<file path="config.mk">
export PLATFORM = sky130hd
export DESIGN_NAME = fault_route_unit
export DESIGN_NICKNAME = d
export VERILOG_FILES = /design/src/rtl/fault_route_pkg.sv /design/src/rtl/fault_class_esc.sv /design/src/rtl/fault_w1c_reg.sv /design/src/rtl/fault_req_arb.sv /design/src/rtl/fault_route_unit.sv
export SDC_FILE = /design/constraint.sdc
export NUM_CORES = 1
export LEC_CHECK = 0
export BUFFER_PORTS_ARGS = -buffer_cell sky130_fd_sc_hd__buf_2
export CELL_PAD_IN_SITES_DETAIL_PLACEMENT = 0
export CELL_PAD_IN_SITES_GLOBAL_PLACEMENT = 1
export CORE_ASPECT_RATIO = 0.8
export CORE_MARGIN = 2
export CORE_UTILIZATION = 28
export DETAILED_ROUTE_END_ITERATION = 8
export GPL_ROUTABILITY_DRIVEN = 0
export PLACE_DENSITY = 0.75
export RECOVER_POWER = 50
export SLEW_MARGIN = 20
export SYNTH_ARGS = -nofsm -noshare
export SYNTH_HDL_FRONTEND = slang
export SYNTH_SLANG_ARGS = --single-unit
</file>
<file path="constraint.sdc">
create_clock -name clk -period 0.8 [get_ports clk]
set_input_delay 0 -clock clk [delete_from_list [all_inputs] [get_ports clk]]
set_output_delay 0 -clock clk [all_outputs]
set_load 0.005 [all_outputs]
</file>
<file path="src/rtl/fault_route_pkg.sv">
package fault_route_pkg;
  localparam int BUS_N  = 5;
  localparam int USE_N  = 6;
  localparam int HARD_N = 2;
  localparam int VID_W  = 3;

  localparam logic [VID_W-1:0] VID_HARD = 3'd3;
  localparam logic [VID_W-1:0] VID_BUS  = 3'd5;
  localparam logic [VID_W-1:0] VID_USE  = 3'd6;

  localparam int HARD_VEC_BIT    = 0;
  localparam int HARD_FORCED_BIT = 1;

  typedef enum logic [1:0] {
    SRC_NONE = 2'd0,
    SRC_HARD = 2'd1,
    SRC_BUS  = 2'd2,
    SRC_USE  = 2'd3
  } fault_src_e;

  function automatic fault_src_e pick_source(input logic hard_raise,
                                             input logic bus_take,
                                             input logic use_take);
    if (hard_raise)    return SRC_HARD;
    else if (bus_take) return SRC_BUS;
    else if (use_take) return SRC_USE;
    return SRC_NONE;
  endfunction

  function automatic logic [VID_W-1:0] source_vector(input fault_src_e s);
    case (s)
      SRC_HARD: return VID_HARD;
      SRC_BUS:  return VID_BUS;
      SRC_USE:  return VID_USE;
      default:  return '0;
    endcase
  endfunction
endpackage

</file>
<file path="src/rtl/fault_class_esc.sv">
module fault_class_esc #(
  parameter int N  = 5,
  parameter int PW = 3
) (
  input  logic [N-1:0]  evt,
  input  logic          en,
  input  logic          active,
  input  logic [PW-1:0] cfg_prio,
  input  logic [PW-1:0] cur_prio,
  output logic          any,
  output logic          esc,
  output logic          take
);
  // Smaller number means more urgent; equal does not preempt.
  function automatic logic cannot_take(input logic e, input logic a,
                                       input logic [PW-1:0] p,
                                       input logic [PW-1:0] c);
    return !e || a || (p >= c);
  endfunction

  always_comb begin
    any  = |evt;
    esc  = any && cannot_take(en, active, cfg_prio, cur_prio);
    take = any && !esc;
  end
endmodule

</file>
<file path="src/rtl/fault_w1c_reg.sv">
module fault_w1c_reg #(
  parameter int W = 5
) (
  input  logic         clk,
  input  logic         rst_n,
  input  logic [W-1:0] set,
  input  logic [W-1:0] clr,
  output logic [W-1:0] q
);
  always_ff @(posedge clk or negedge rst_n) begin
    if (!rst_n) q <= '0;
    else        q <= (q & ~clr) | set;
  end
endmodule

</file>
<file path="src/rtl/fault_req_arb.sv">
module fault_req_arb
  import fault_route_pkg::*;
(
  input  logic             clk,
  input  logic             rst_n,
  input  logic             hard_raise,
  input  logic             bus_take,
  input  logic             use_take,
  output logic             req,
  output logic [VID_W-1:0] req_id
);
  fault_src_e win;

  always_comb win = pick_source(hard_raise, bus_take, use_take);

  always_ff @(posedge clk or negedge rst_n) begin
    if (!rst_n) begin
      req    <= 1'b0;
      req_id <= '0;
    end else begin
      req    <= (win != SRC_NONE);
      req_id <= source_vector(win);
    end
  end
endmodule

</file>
<file path="src/rtl/fault_route_unit.sv">
module fault_route_unit
  import fault_route_pkg::*;
#(
  parameter int PW = 3
) (
  input  logic              clk,
  input  logic              rst_n,
  input  logic              vec_err,
  input  logic [BUS_N-1:0]  bus_evt,
  input  logic [USE_N-1:0]  use_evt,
  input  logic              bus_en,
  input  logic              use_en,
  input  logic [PW-1:0]     bus_prio,
  input  logic [PW-1:0]     use_prio,
  input  logic [PW-1:0]     cur_prio,
  input  logic [1:0]        act_hdl,
  input  logic [HARD_N-1:0] clr_hard,
  input  logic [BUS_N-1:0]  clr_bus,
  input  logic [USE_N-1:0]  clr_use,
  output logic              req,
  output logic [VID_W-1:0]  req_id,
  output logic [HARD_N-1:0] hard_stat,
  output logic [BUS_N-1:0]  bus_stat,
  output logic [USE_N-1:0]  use_stat
);
  logic bus_any, bus_esc, bus_take;
  logic use_any, use_esc, use_take;
  logic forced_evt, hard_raise;
  logic [HARD_N-1:0] hard_set;

  fault_class_esc #(.N(BUS_N), .PW(PW)) u_bus_esc (
    .evt(bus_evt), .en(bus_en), .active(act_hdl[0]),
    .cfg_prio(bus_prio), .cur_prio(cur_prio),
    .any(bus_any), .esc(bus_esc), .take(bus_take)
  );

  fault_class_esc #(.N(USE_N), .PW(PW)) u_use_esc (
    .evt(use_evt), .en(use_en), .active(act_hdl[1]),
    .cfg_prio(use_prio), .cur_prio(cur_prio),
    .any(use_any), .esc(use_esc), .take(use_take)
  );

  always_comb begin
    forced_evt = bus_esc || use_esc;
    hard_raise = vec_err || forced_evt;
    hard_set   = '0;
    hard_set[HARD_VEC_BIT]    = vec_err;
    hard_set[HARD_FORCED_BIT] = forced_evt;
  end

  fault_w1c_reg #(.W(HARD_N)) u_hard_reg (
    .clk(clk), .rst_n(rst_n), .set(hard_set), .clr(clr_hard), .q(hard_stat)
  );
  fault_w1c_reg #(.W(BUS_N)) u_bus_reg (
    .clk(clk), .rst_n(rst_n), .set(bus_evt), .clr(clr_bus), .q(bus_stat)
  );
  fault_w1c_reg #(.W(USE_N)) u_use_reg (
    .clk(clk), .rst_n(rst_n), .set(use_evt), .clr(clr_use), .q(use_stat)
  );

  fault_req_arb u_arb (
    .clk(clk), .rst_n(rst_n), .hard_raise(hard_raise),
    .bus_take(bus_take), .use_take(use_take),
    .req(req), .req_id(req_id)
  );
endmodule

</file>
==> results.toml, run 1 <==
[routing]
routed.top_layer = "met4"
wire_per_inst_um = 10.5
routed-wl-met2_um = 953
drt-met1-wl_um = 909
vias = 822
routed_via_density = 4.19
drt_iter0_drc = 12
met3WireLength_um = 158
ant_nets = 0
drt_pass1_iterations = 4
drc = 0
wirelength_um = 2050

[layout]
regArea_sq_um = 425
stdcell_count = 196
fillers = 250
nNetsFinal = 205
multi_input_area_sq_um = 364
diodes = 0
area_growth_pct = 82.3
drive_above_1_share_pct = 48.1

[yosys]
yosysTopAreaCell = "dfrtp_1"
yosys.area.top_type_share_pct = 53.3
syn_avg_cell_area_sq_um = 10.5
synthesis.nets = 122
ys_top_cells_by_area = "dfrtp_1, a21o_1, ha_1"
ys_ff_latch = 17
ys_types = 17
synth_warnings = 0
syn_area_sq_um = 798
ys_seq_area_share_pct = 53.3
syn_inst = 76

[floorplanning]
core-area_sq_um = 2740
dieArea_sq_um = 3300
num_rows = 17
start_util_pct = 29.1
io_pins = 57
die_w_um = 63.7
die_height_um = 51.8

[clock_network]
cts-root-buf = "clkbuf_4"
cts_tree = "built"
postCtsHoldBufs = 17
clock_sinks = 17
cts.clk_slew.worst_paths_ns = 0.09
clk_latency_ns = 0.27
clock_path_buffers = 2
h-tree-depth = 1
cts_buffers = 3

[timing]
post-route-min-period_ns = 0.872
hold_ws_ns = -0.0654
finalHoldViolations = 4
tightest_slew_ns = 0.412
setup_slack_ns = -0.0717
setup_viol = 1
slew_headroom_pct = 72.5
fmax_mhz = 1150
period_share_pct = 109
drv_slew = 0
grt_setup_unrepaired = "yes"
fin_skew_ns = 0

[placed_design]
hpwlAfterDp_um = 1560
place_inst = 173
portBuffers = 56

[pwr]
p_int_mw = 1.36
p_per_area_nw_per_um2 = 1230
switchingPower_mw = 0.432
power.leakage_nw = 0.752
pwr-share-clk_pct = 24.2
seq_power_share_pct = 51.6
p_total_mw = 1.79
peakVddDrop_uv = 549
pwr-share-comb_pct = 24.2
switching_share_pct = 24.1

[critical_path]
cp.arrival_ns = 1.04
cp.required_ns = 0.97
path_class = "in -> reg"
cp_num_buf_inv = 1
worstPathCellList = "buf_8 -> ha_4 -> nor3b_2 -> o211ai_1 -> nand2b_1 -> a221o_1"
slowest_delay_ns = 0.28
crit_family = "compound AO/OA/AOI/OAI gates"
critPathCaptureType = "register"
slowest_stage = "a221o_1"
critical_path_peak_fanout = 2
start_kind = "primary input"

[global_routing]
antenna_found_initial = 0
grt_first_pass_wirelength_um = 3310
grt_pass1_vias = 846
grt_max_degree = 18
grt.overflow.total = 0
grt_usage_pct = 12.5

[status]
violations = "negative hold slack, negative setup slack"
outcome = "complete, but fails checks"

[hold_path]
min_path_type = "in -> reg"

[job]
drv_cap = 0
stage by stage:
step	setup WS, ns	setup TNS (ns)	hold slack, ns	util [%]	cell area (sq um)
after CTS	-0.0606	-0.0735	-0.0755	52.5	1440
after detailed placement	-0.439	-1.31	-0.0604	44.5	1220
after global placement	-0.413	-1.22	-0.0639	44.5	1220
after floorplan	-0.191	-0.229	-0.296	-	871
after global routing	-0.107	-0.453	-0.0754	53.0	1460
final	-0.0717	-0.0717	-0.0654	53.0	1460
cells in the final DEF, fill, tap and decap left out, types with 2 or more instances in the layout:
cell / Yosys / routed
inv_4: 0 / 2
buf_6: 0 / 2
clkbuf_4: 0 / 3
o211ai_1: 2 / 2
ha_4: 0 / 4
dfrtp_1: 17 / 17
nand3_1: 2 / 2
ha_1: 6 / 2
nand2b_1: 2 / 2
a21o_1: 11 / 11
nand2_1: 4 / 4
buf_4: 0 / 5
inv_1: 17 / 13
nor2_1: 5 / 5
dlygate4sd3_1: 0 / 17
buf_2: 0 / 52
o21ai_1: 0 / 2
nor3b_2: 1 / 2
state kept, by name, summed over array words and instances, names as in the netlist:
signal and count:
u_arb.req 1, u_hard_reg.q 2, u_use_reg.q 6, u_bus_reg.q 5
u_arb.req_id 3
final cells by class:
class | instances | area share [%]
clock buffers | 4 | 1.81
well taps | 38 | 3.27
repair buffers | 78 | 35.1
inverters | 17 | 5.59
flip-flops and latches | 17 | 29.2
multi-input cells | 42 | 25.0
kinds of logic (layout without fill, tap and decap cells):
logic type | count (synthesis) | in the layout | share of synthesized area (%)
AO/OA/AOI/OAI | 18 | 18 | 16.8
buffers and inverters | 17 | 99 | 7.99
AND/OR/NAND/NOR | 18 | 18 | 12.5
adder cells (fa/ha/maj) | 6 | 6 | 9.40
flip-flops | 17 | 17 | 53.3
cell usage after synthesis:
cell and n:
nand2_1 4, o2111a_1 1, ha_1 6, o21ai_0 3, inv_1 17, nand2b_1 2, o211ai_1 2, nor3_1 1
nor4_2 1, a221o_1 1, dfrtp_1 17, nand3_1 2, a21o_1 11, nor3b_1 1, nor2_1 5, nand2_2 1
nor3b_2 1
final timing paths:
check / from / to / slack (ns) / depth (start not counted)
min in group asynchronous: rst_n / u_use_reg.q[4]$_DFF_PN0_ / 0.18 / 2
hold / removal: use_evt[3] / u_use_reg.q[3]$_DFF_PN0_ / -0.07 / 2
setup reg to reg: u_use_reg.q[1]$_DFF_PN0_ / u_use_reg.q[1]$_DFF_PN0_ / 0.04 / 2
setup / recovery: cur_prio[0] / u_arb.req_id[1]$_DFF_PN0_ / -0.07 / 6
max in group asynchronous: rst_n / u_use_reg.q[1]$_DFF_PN0_ / 0.33 / 2
hold reg to reg: u_bus_reg.q[4]$_DFF_PN0_ / u_bus_reg.q[4]$_DFF_PN0_ / 0.48 / 1
power groups by stage:
stage,clock network [mW],logic [mW],registers [mW]
2_1_floorplan,0,0.127,0.944
3_3_place_gp,0,0.339,0.937
3_5_place_dp,0,0.349,0.939
4_1_cts,0.452,0.426,0.922
5_1_grt,0.489,0.479,0.926
6_report,0.433,0.432,0.922
per-layer routing:
layer  vias up  track usage (%)
met1       366             14.5
li1        417                -
met2        37             23.5
met5         -                0
met3         2             1.52
met4         0             5.43
timing repair:
action                     in CTS  in global routing
setup buffers                   0                  2
gates cloned                    0                  0
resized for setup               6                  0
pin swaps                       1                  2
hold endpoints to repair       32                  4
setup endpoints to repair       5                 19
No activity file was read; power rests on OpenSTA's default activity.
==> run 2, diff against run 1 <==
- CAP_MARGIN: unset -> 20
- CORE_UTILIZATION: 28 -> 30
- PLACE_DENSITY: 0.75 -> 0.8
- clock period: 0.8 -> 1.1 ns (I/O delays scaled with it)
==> run 2 against run 1 <==
  * The run now ends clean
  * Sequential share of layout area increased by 0.62 points
  * Wire length grew 5.0%
  * Sequential power decreased by 27%
  * Core utilization grew 4.4 points
  * Critical path type unchanged
  * Critical endpoint unchanged
  * Largest cell class unchanged
==> results.toml, run 2 (synthesized netlist as in run 1, its figures left out) <==
[status]
outcome = "completed"

[critical_path]
start_kind = "primary input"
r2r_start = "u_hard_reg.q[1]$_DFF_PN0_"
r2r_end = "u_hard_reg.q[1]$_DFF_PN0_"
critical_path_peak_fanout = 3
cp.required_ns = 1.27
cp.arrival_ns = 1.20
r2r.worst_path.cells = 2
path_class = "in -> reg"
r2r_slack_ns = 0.44
critPathCaptureType = "register"

[routing]
wirelength_um = 2150
wire_per_inst_um = 10.8
routed_via_density = 4.22
drt_pass1_iterations = 3
drt_iter0_drc = 9
vias = 840
drc = 0
ant_nets = 0

[floorplanning]
io_pins = 57
core-area_sq_um = 2480
dieArea_sq_um = 3090
die_height_um = 50.1
die_w_um = 61.7
num_rows = 16
start_util_pct = 32.2

[timing]
finalHoldViolations = 0
fmax_mhz = 973
drv_slew = 0
tightest_slew_ns = 0.418
setup_viol = 0
fin_skew_ns = 0
period_share_pct = 93.4
grt_setup_unrepaired = "no"
hold_ws_ns = 0.101
post-route-min-period_ns = 1.03
slew_headroom_pct = 72.2

[clock_network]
cts_tree = "built"
cts-root-buf = "clkbuf_4"
cts_buffers = 3
cts.clk_slew.worst_paths_ns = 0.10
h-tree-depth = 1
clk_latency_ns = 0.28
clock_path_buffers = 2
post_cts_buffers = 0
clock_sinks = 17

[layout]
area_growth_pct = 78.5
largest_reg_flops = 6
top_regs = "u_use_reg.q x6, u_bus_reg.q x5, u_arb.req_id x3"
nNetsFinal = 210
regArea_sq_um = 425
top_register = "u_use_reg.q"
diodes = 0
final_cell_area_sq_um = 1430
final_cell_mix = "buf_2, dlygate4sd3_1, inv_1, dfrtp_1, a21o_1"
drive_above_1_share_pct = 39.3
layout_commonest_cell = "buf_2"
fillers = 239
multi_input_area_sq_um = 314

[hold_path]
hp-start = "use_en"
min_to = "u_arb.req_id[0]$_DFF_PN0_"
min_path_type = "in -> reg"
hold_depth = 4

[placed_design]
hpwlAfterDp_um = 1510
post_dp_cell_area_sq_um = 1120
portBuffers = 56

[global_routing]
grt_max_degree = 18
grt_first_pass_wirelength_um = 3310
grt_usage_pct = 14.2
antenna_found_initial = 0
grt.overflow.total = 0
grt_pass1_vias = 829

[pwr]
p_per_area_nw_per_um2 = 896
power.leakage_nw = 0.761
peakVddDrop_uv = 316

[job]
drv_cap = 0
-- run 2: cell count changes in the layout (fill, tap and decap cells not counted), moves of 3 or more --
cell	previous run	this run
ha_4	4	0
buf_2	52	55
dlygate4sd3_1	17	27
buf_4	5	0
ha_1	2	6
inv_1	13	17
-- run 2: what timing repair did --
action,in CTS,in global routing
endpoints found under the hold margin,33,0
gates resized for setup,0,2
hold buffers,27,0
setup endpoints to repair,0,2
-- run 2: area by class of cell --
class	count	share of cell area [%]
timing repair buffer	83	38.6
inverter	17	4.48
multi-input combinational	42	22.0
sequential	17	29.9
tap	36	3.16
clock buffer	4	1.84
-- run 2: power breakdown --
| part | internal (mW) | total (mW) | switching, mW |
|---|---|---|---|
| combinational | 0.176 | 0.288 | 0.113 |
| clock | 0.140 | 0.318 | 0.178 |
| sequential | 0.656 | 0.670 | 0.0145 |
| total | 0.972 | 1.28 | 0.305 |
-- run 2: metrics by stage --
stage	power, mW	setup WS, ns	setup TNS [ns]	instances	util, %
after floorplan	0.761	0.00158	0	76	-
after CTS	1.29	0.0389	0	199	57.2
after detailed placement	0.895	-0.193	-0.193	168	45.3
final	1.28	0.0726	0	199	57.4
after global placement	0.888	-0.141	-0.141	168	45.3
after global routing	1.37	0.0163	0	199	57.4
-- run 2: critical path, stage by stage --
cell,delay [ns]
dlygate4sd3_1,0.53
buf_2,0.13
nor2_2,0.13
nand2_1,0.10
a221o_1,0.30
-- run 2: per-layer routing --
layer	vias up	GRT usage (%)	routed length, um
met5	-	0	0
met4	0	4.26	12
met3	2	2.84	160
met2	38	26.3	1070
met1	376	15.8	910
li1	424	-	-
-- run 2: worst max-delay path by stage --
stage                startpoint                   endpoint  slack [ns]  depth (start not counted)
finish               use_evt[0]  u_arb.req_id[1]$_DFF_PN0_        0.07                          5
global route         use_evt[0]  u_arb.req_id[1]$_DFF_PN0_        0.02                          5
CTS                  use_evt[0]  u_arb.req_id[1]$_DFF_PN0_        0.04                          5
detailed placement  cur_prio[1]  u_arb.req_id[1]$_DFF_PN0_       -0.19                          7
global placement    cur_prio[0]  u_arb.req_id[1]$_DFF_PN0_       -0.14                          6
floorplan           use_prio[0]  u_arb.req_id[1]$_DFF_PN0_       0.002                          6
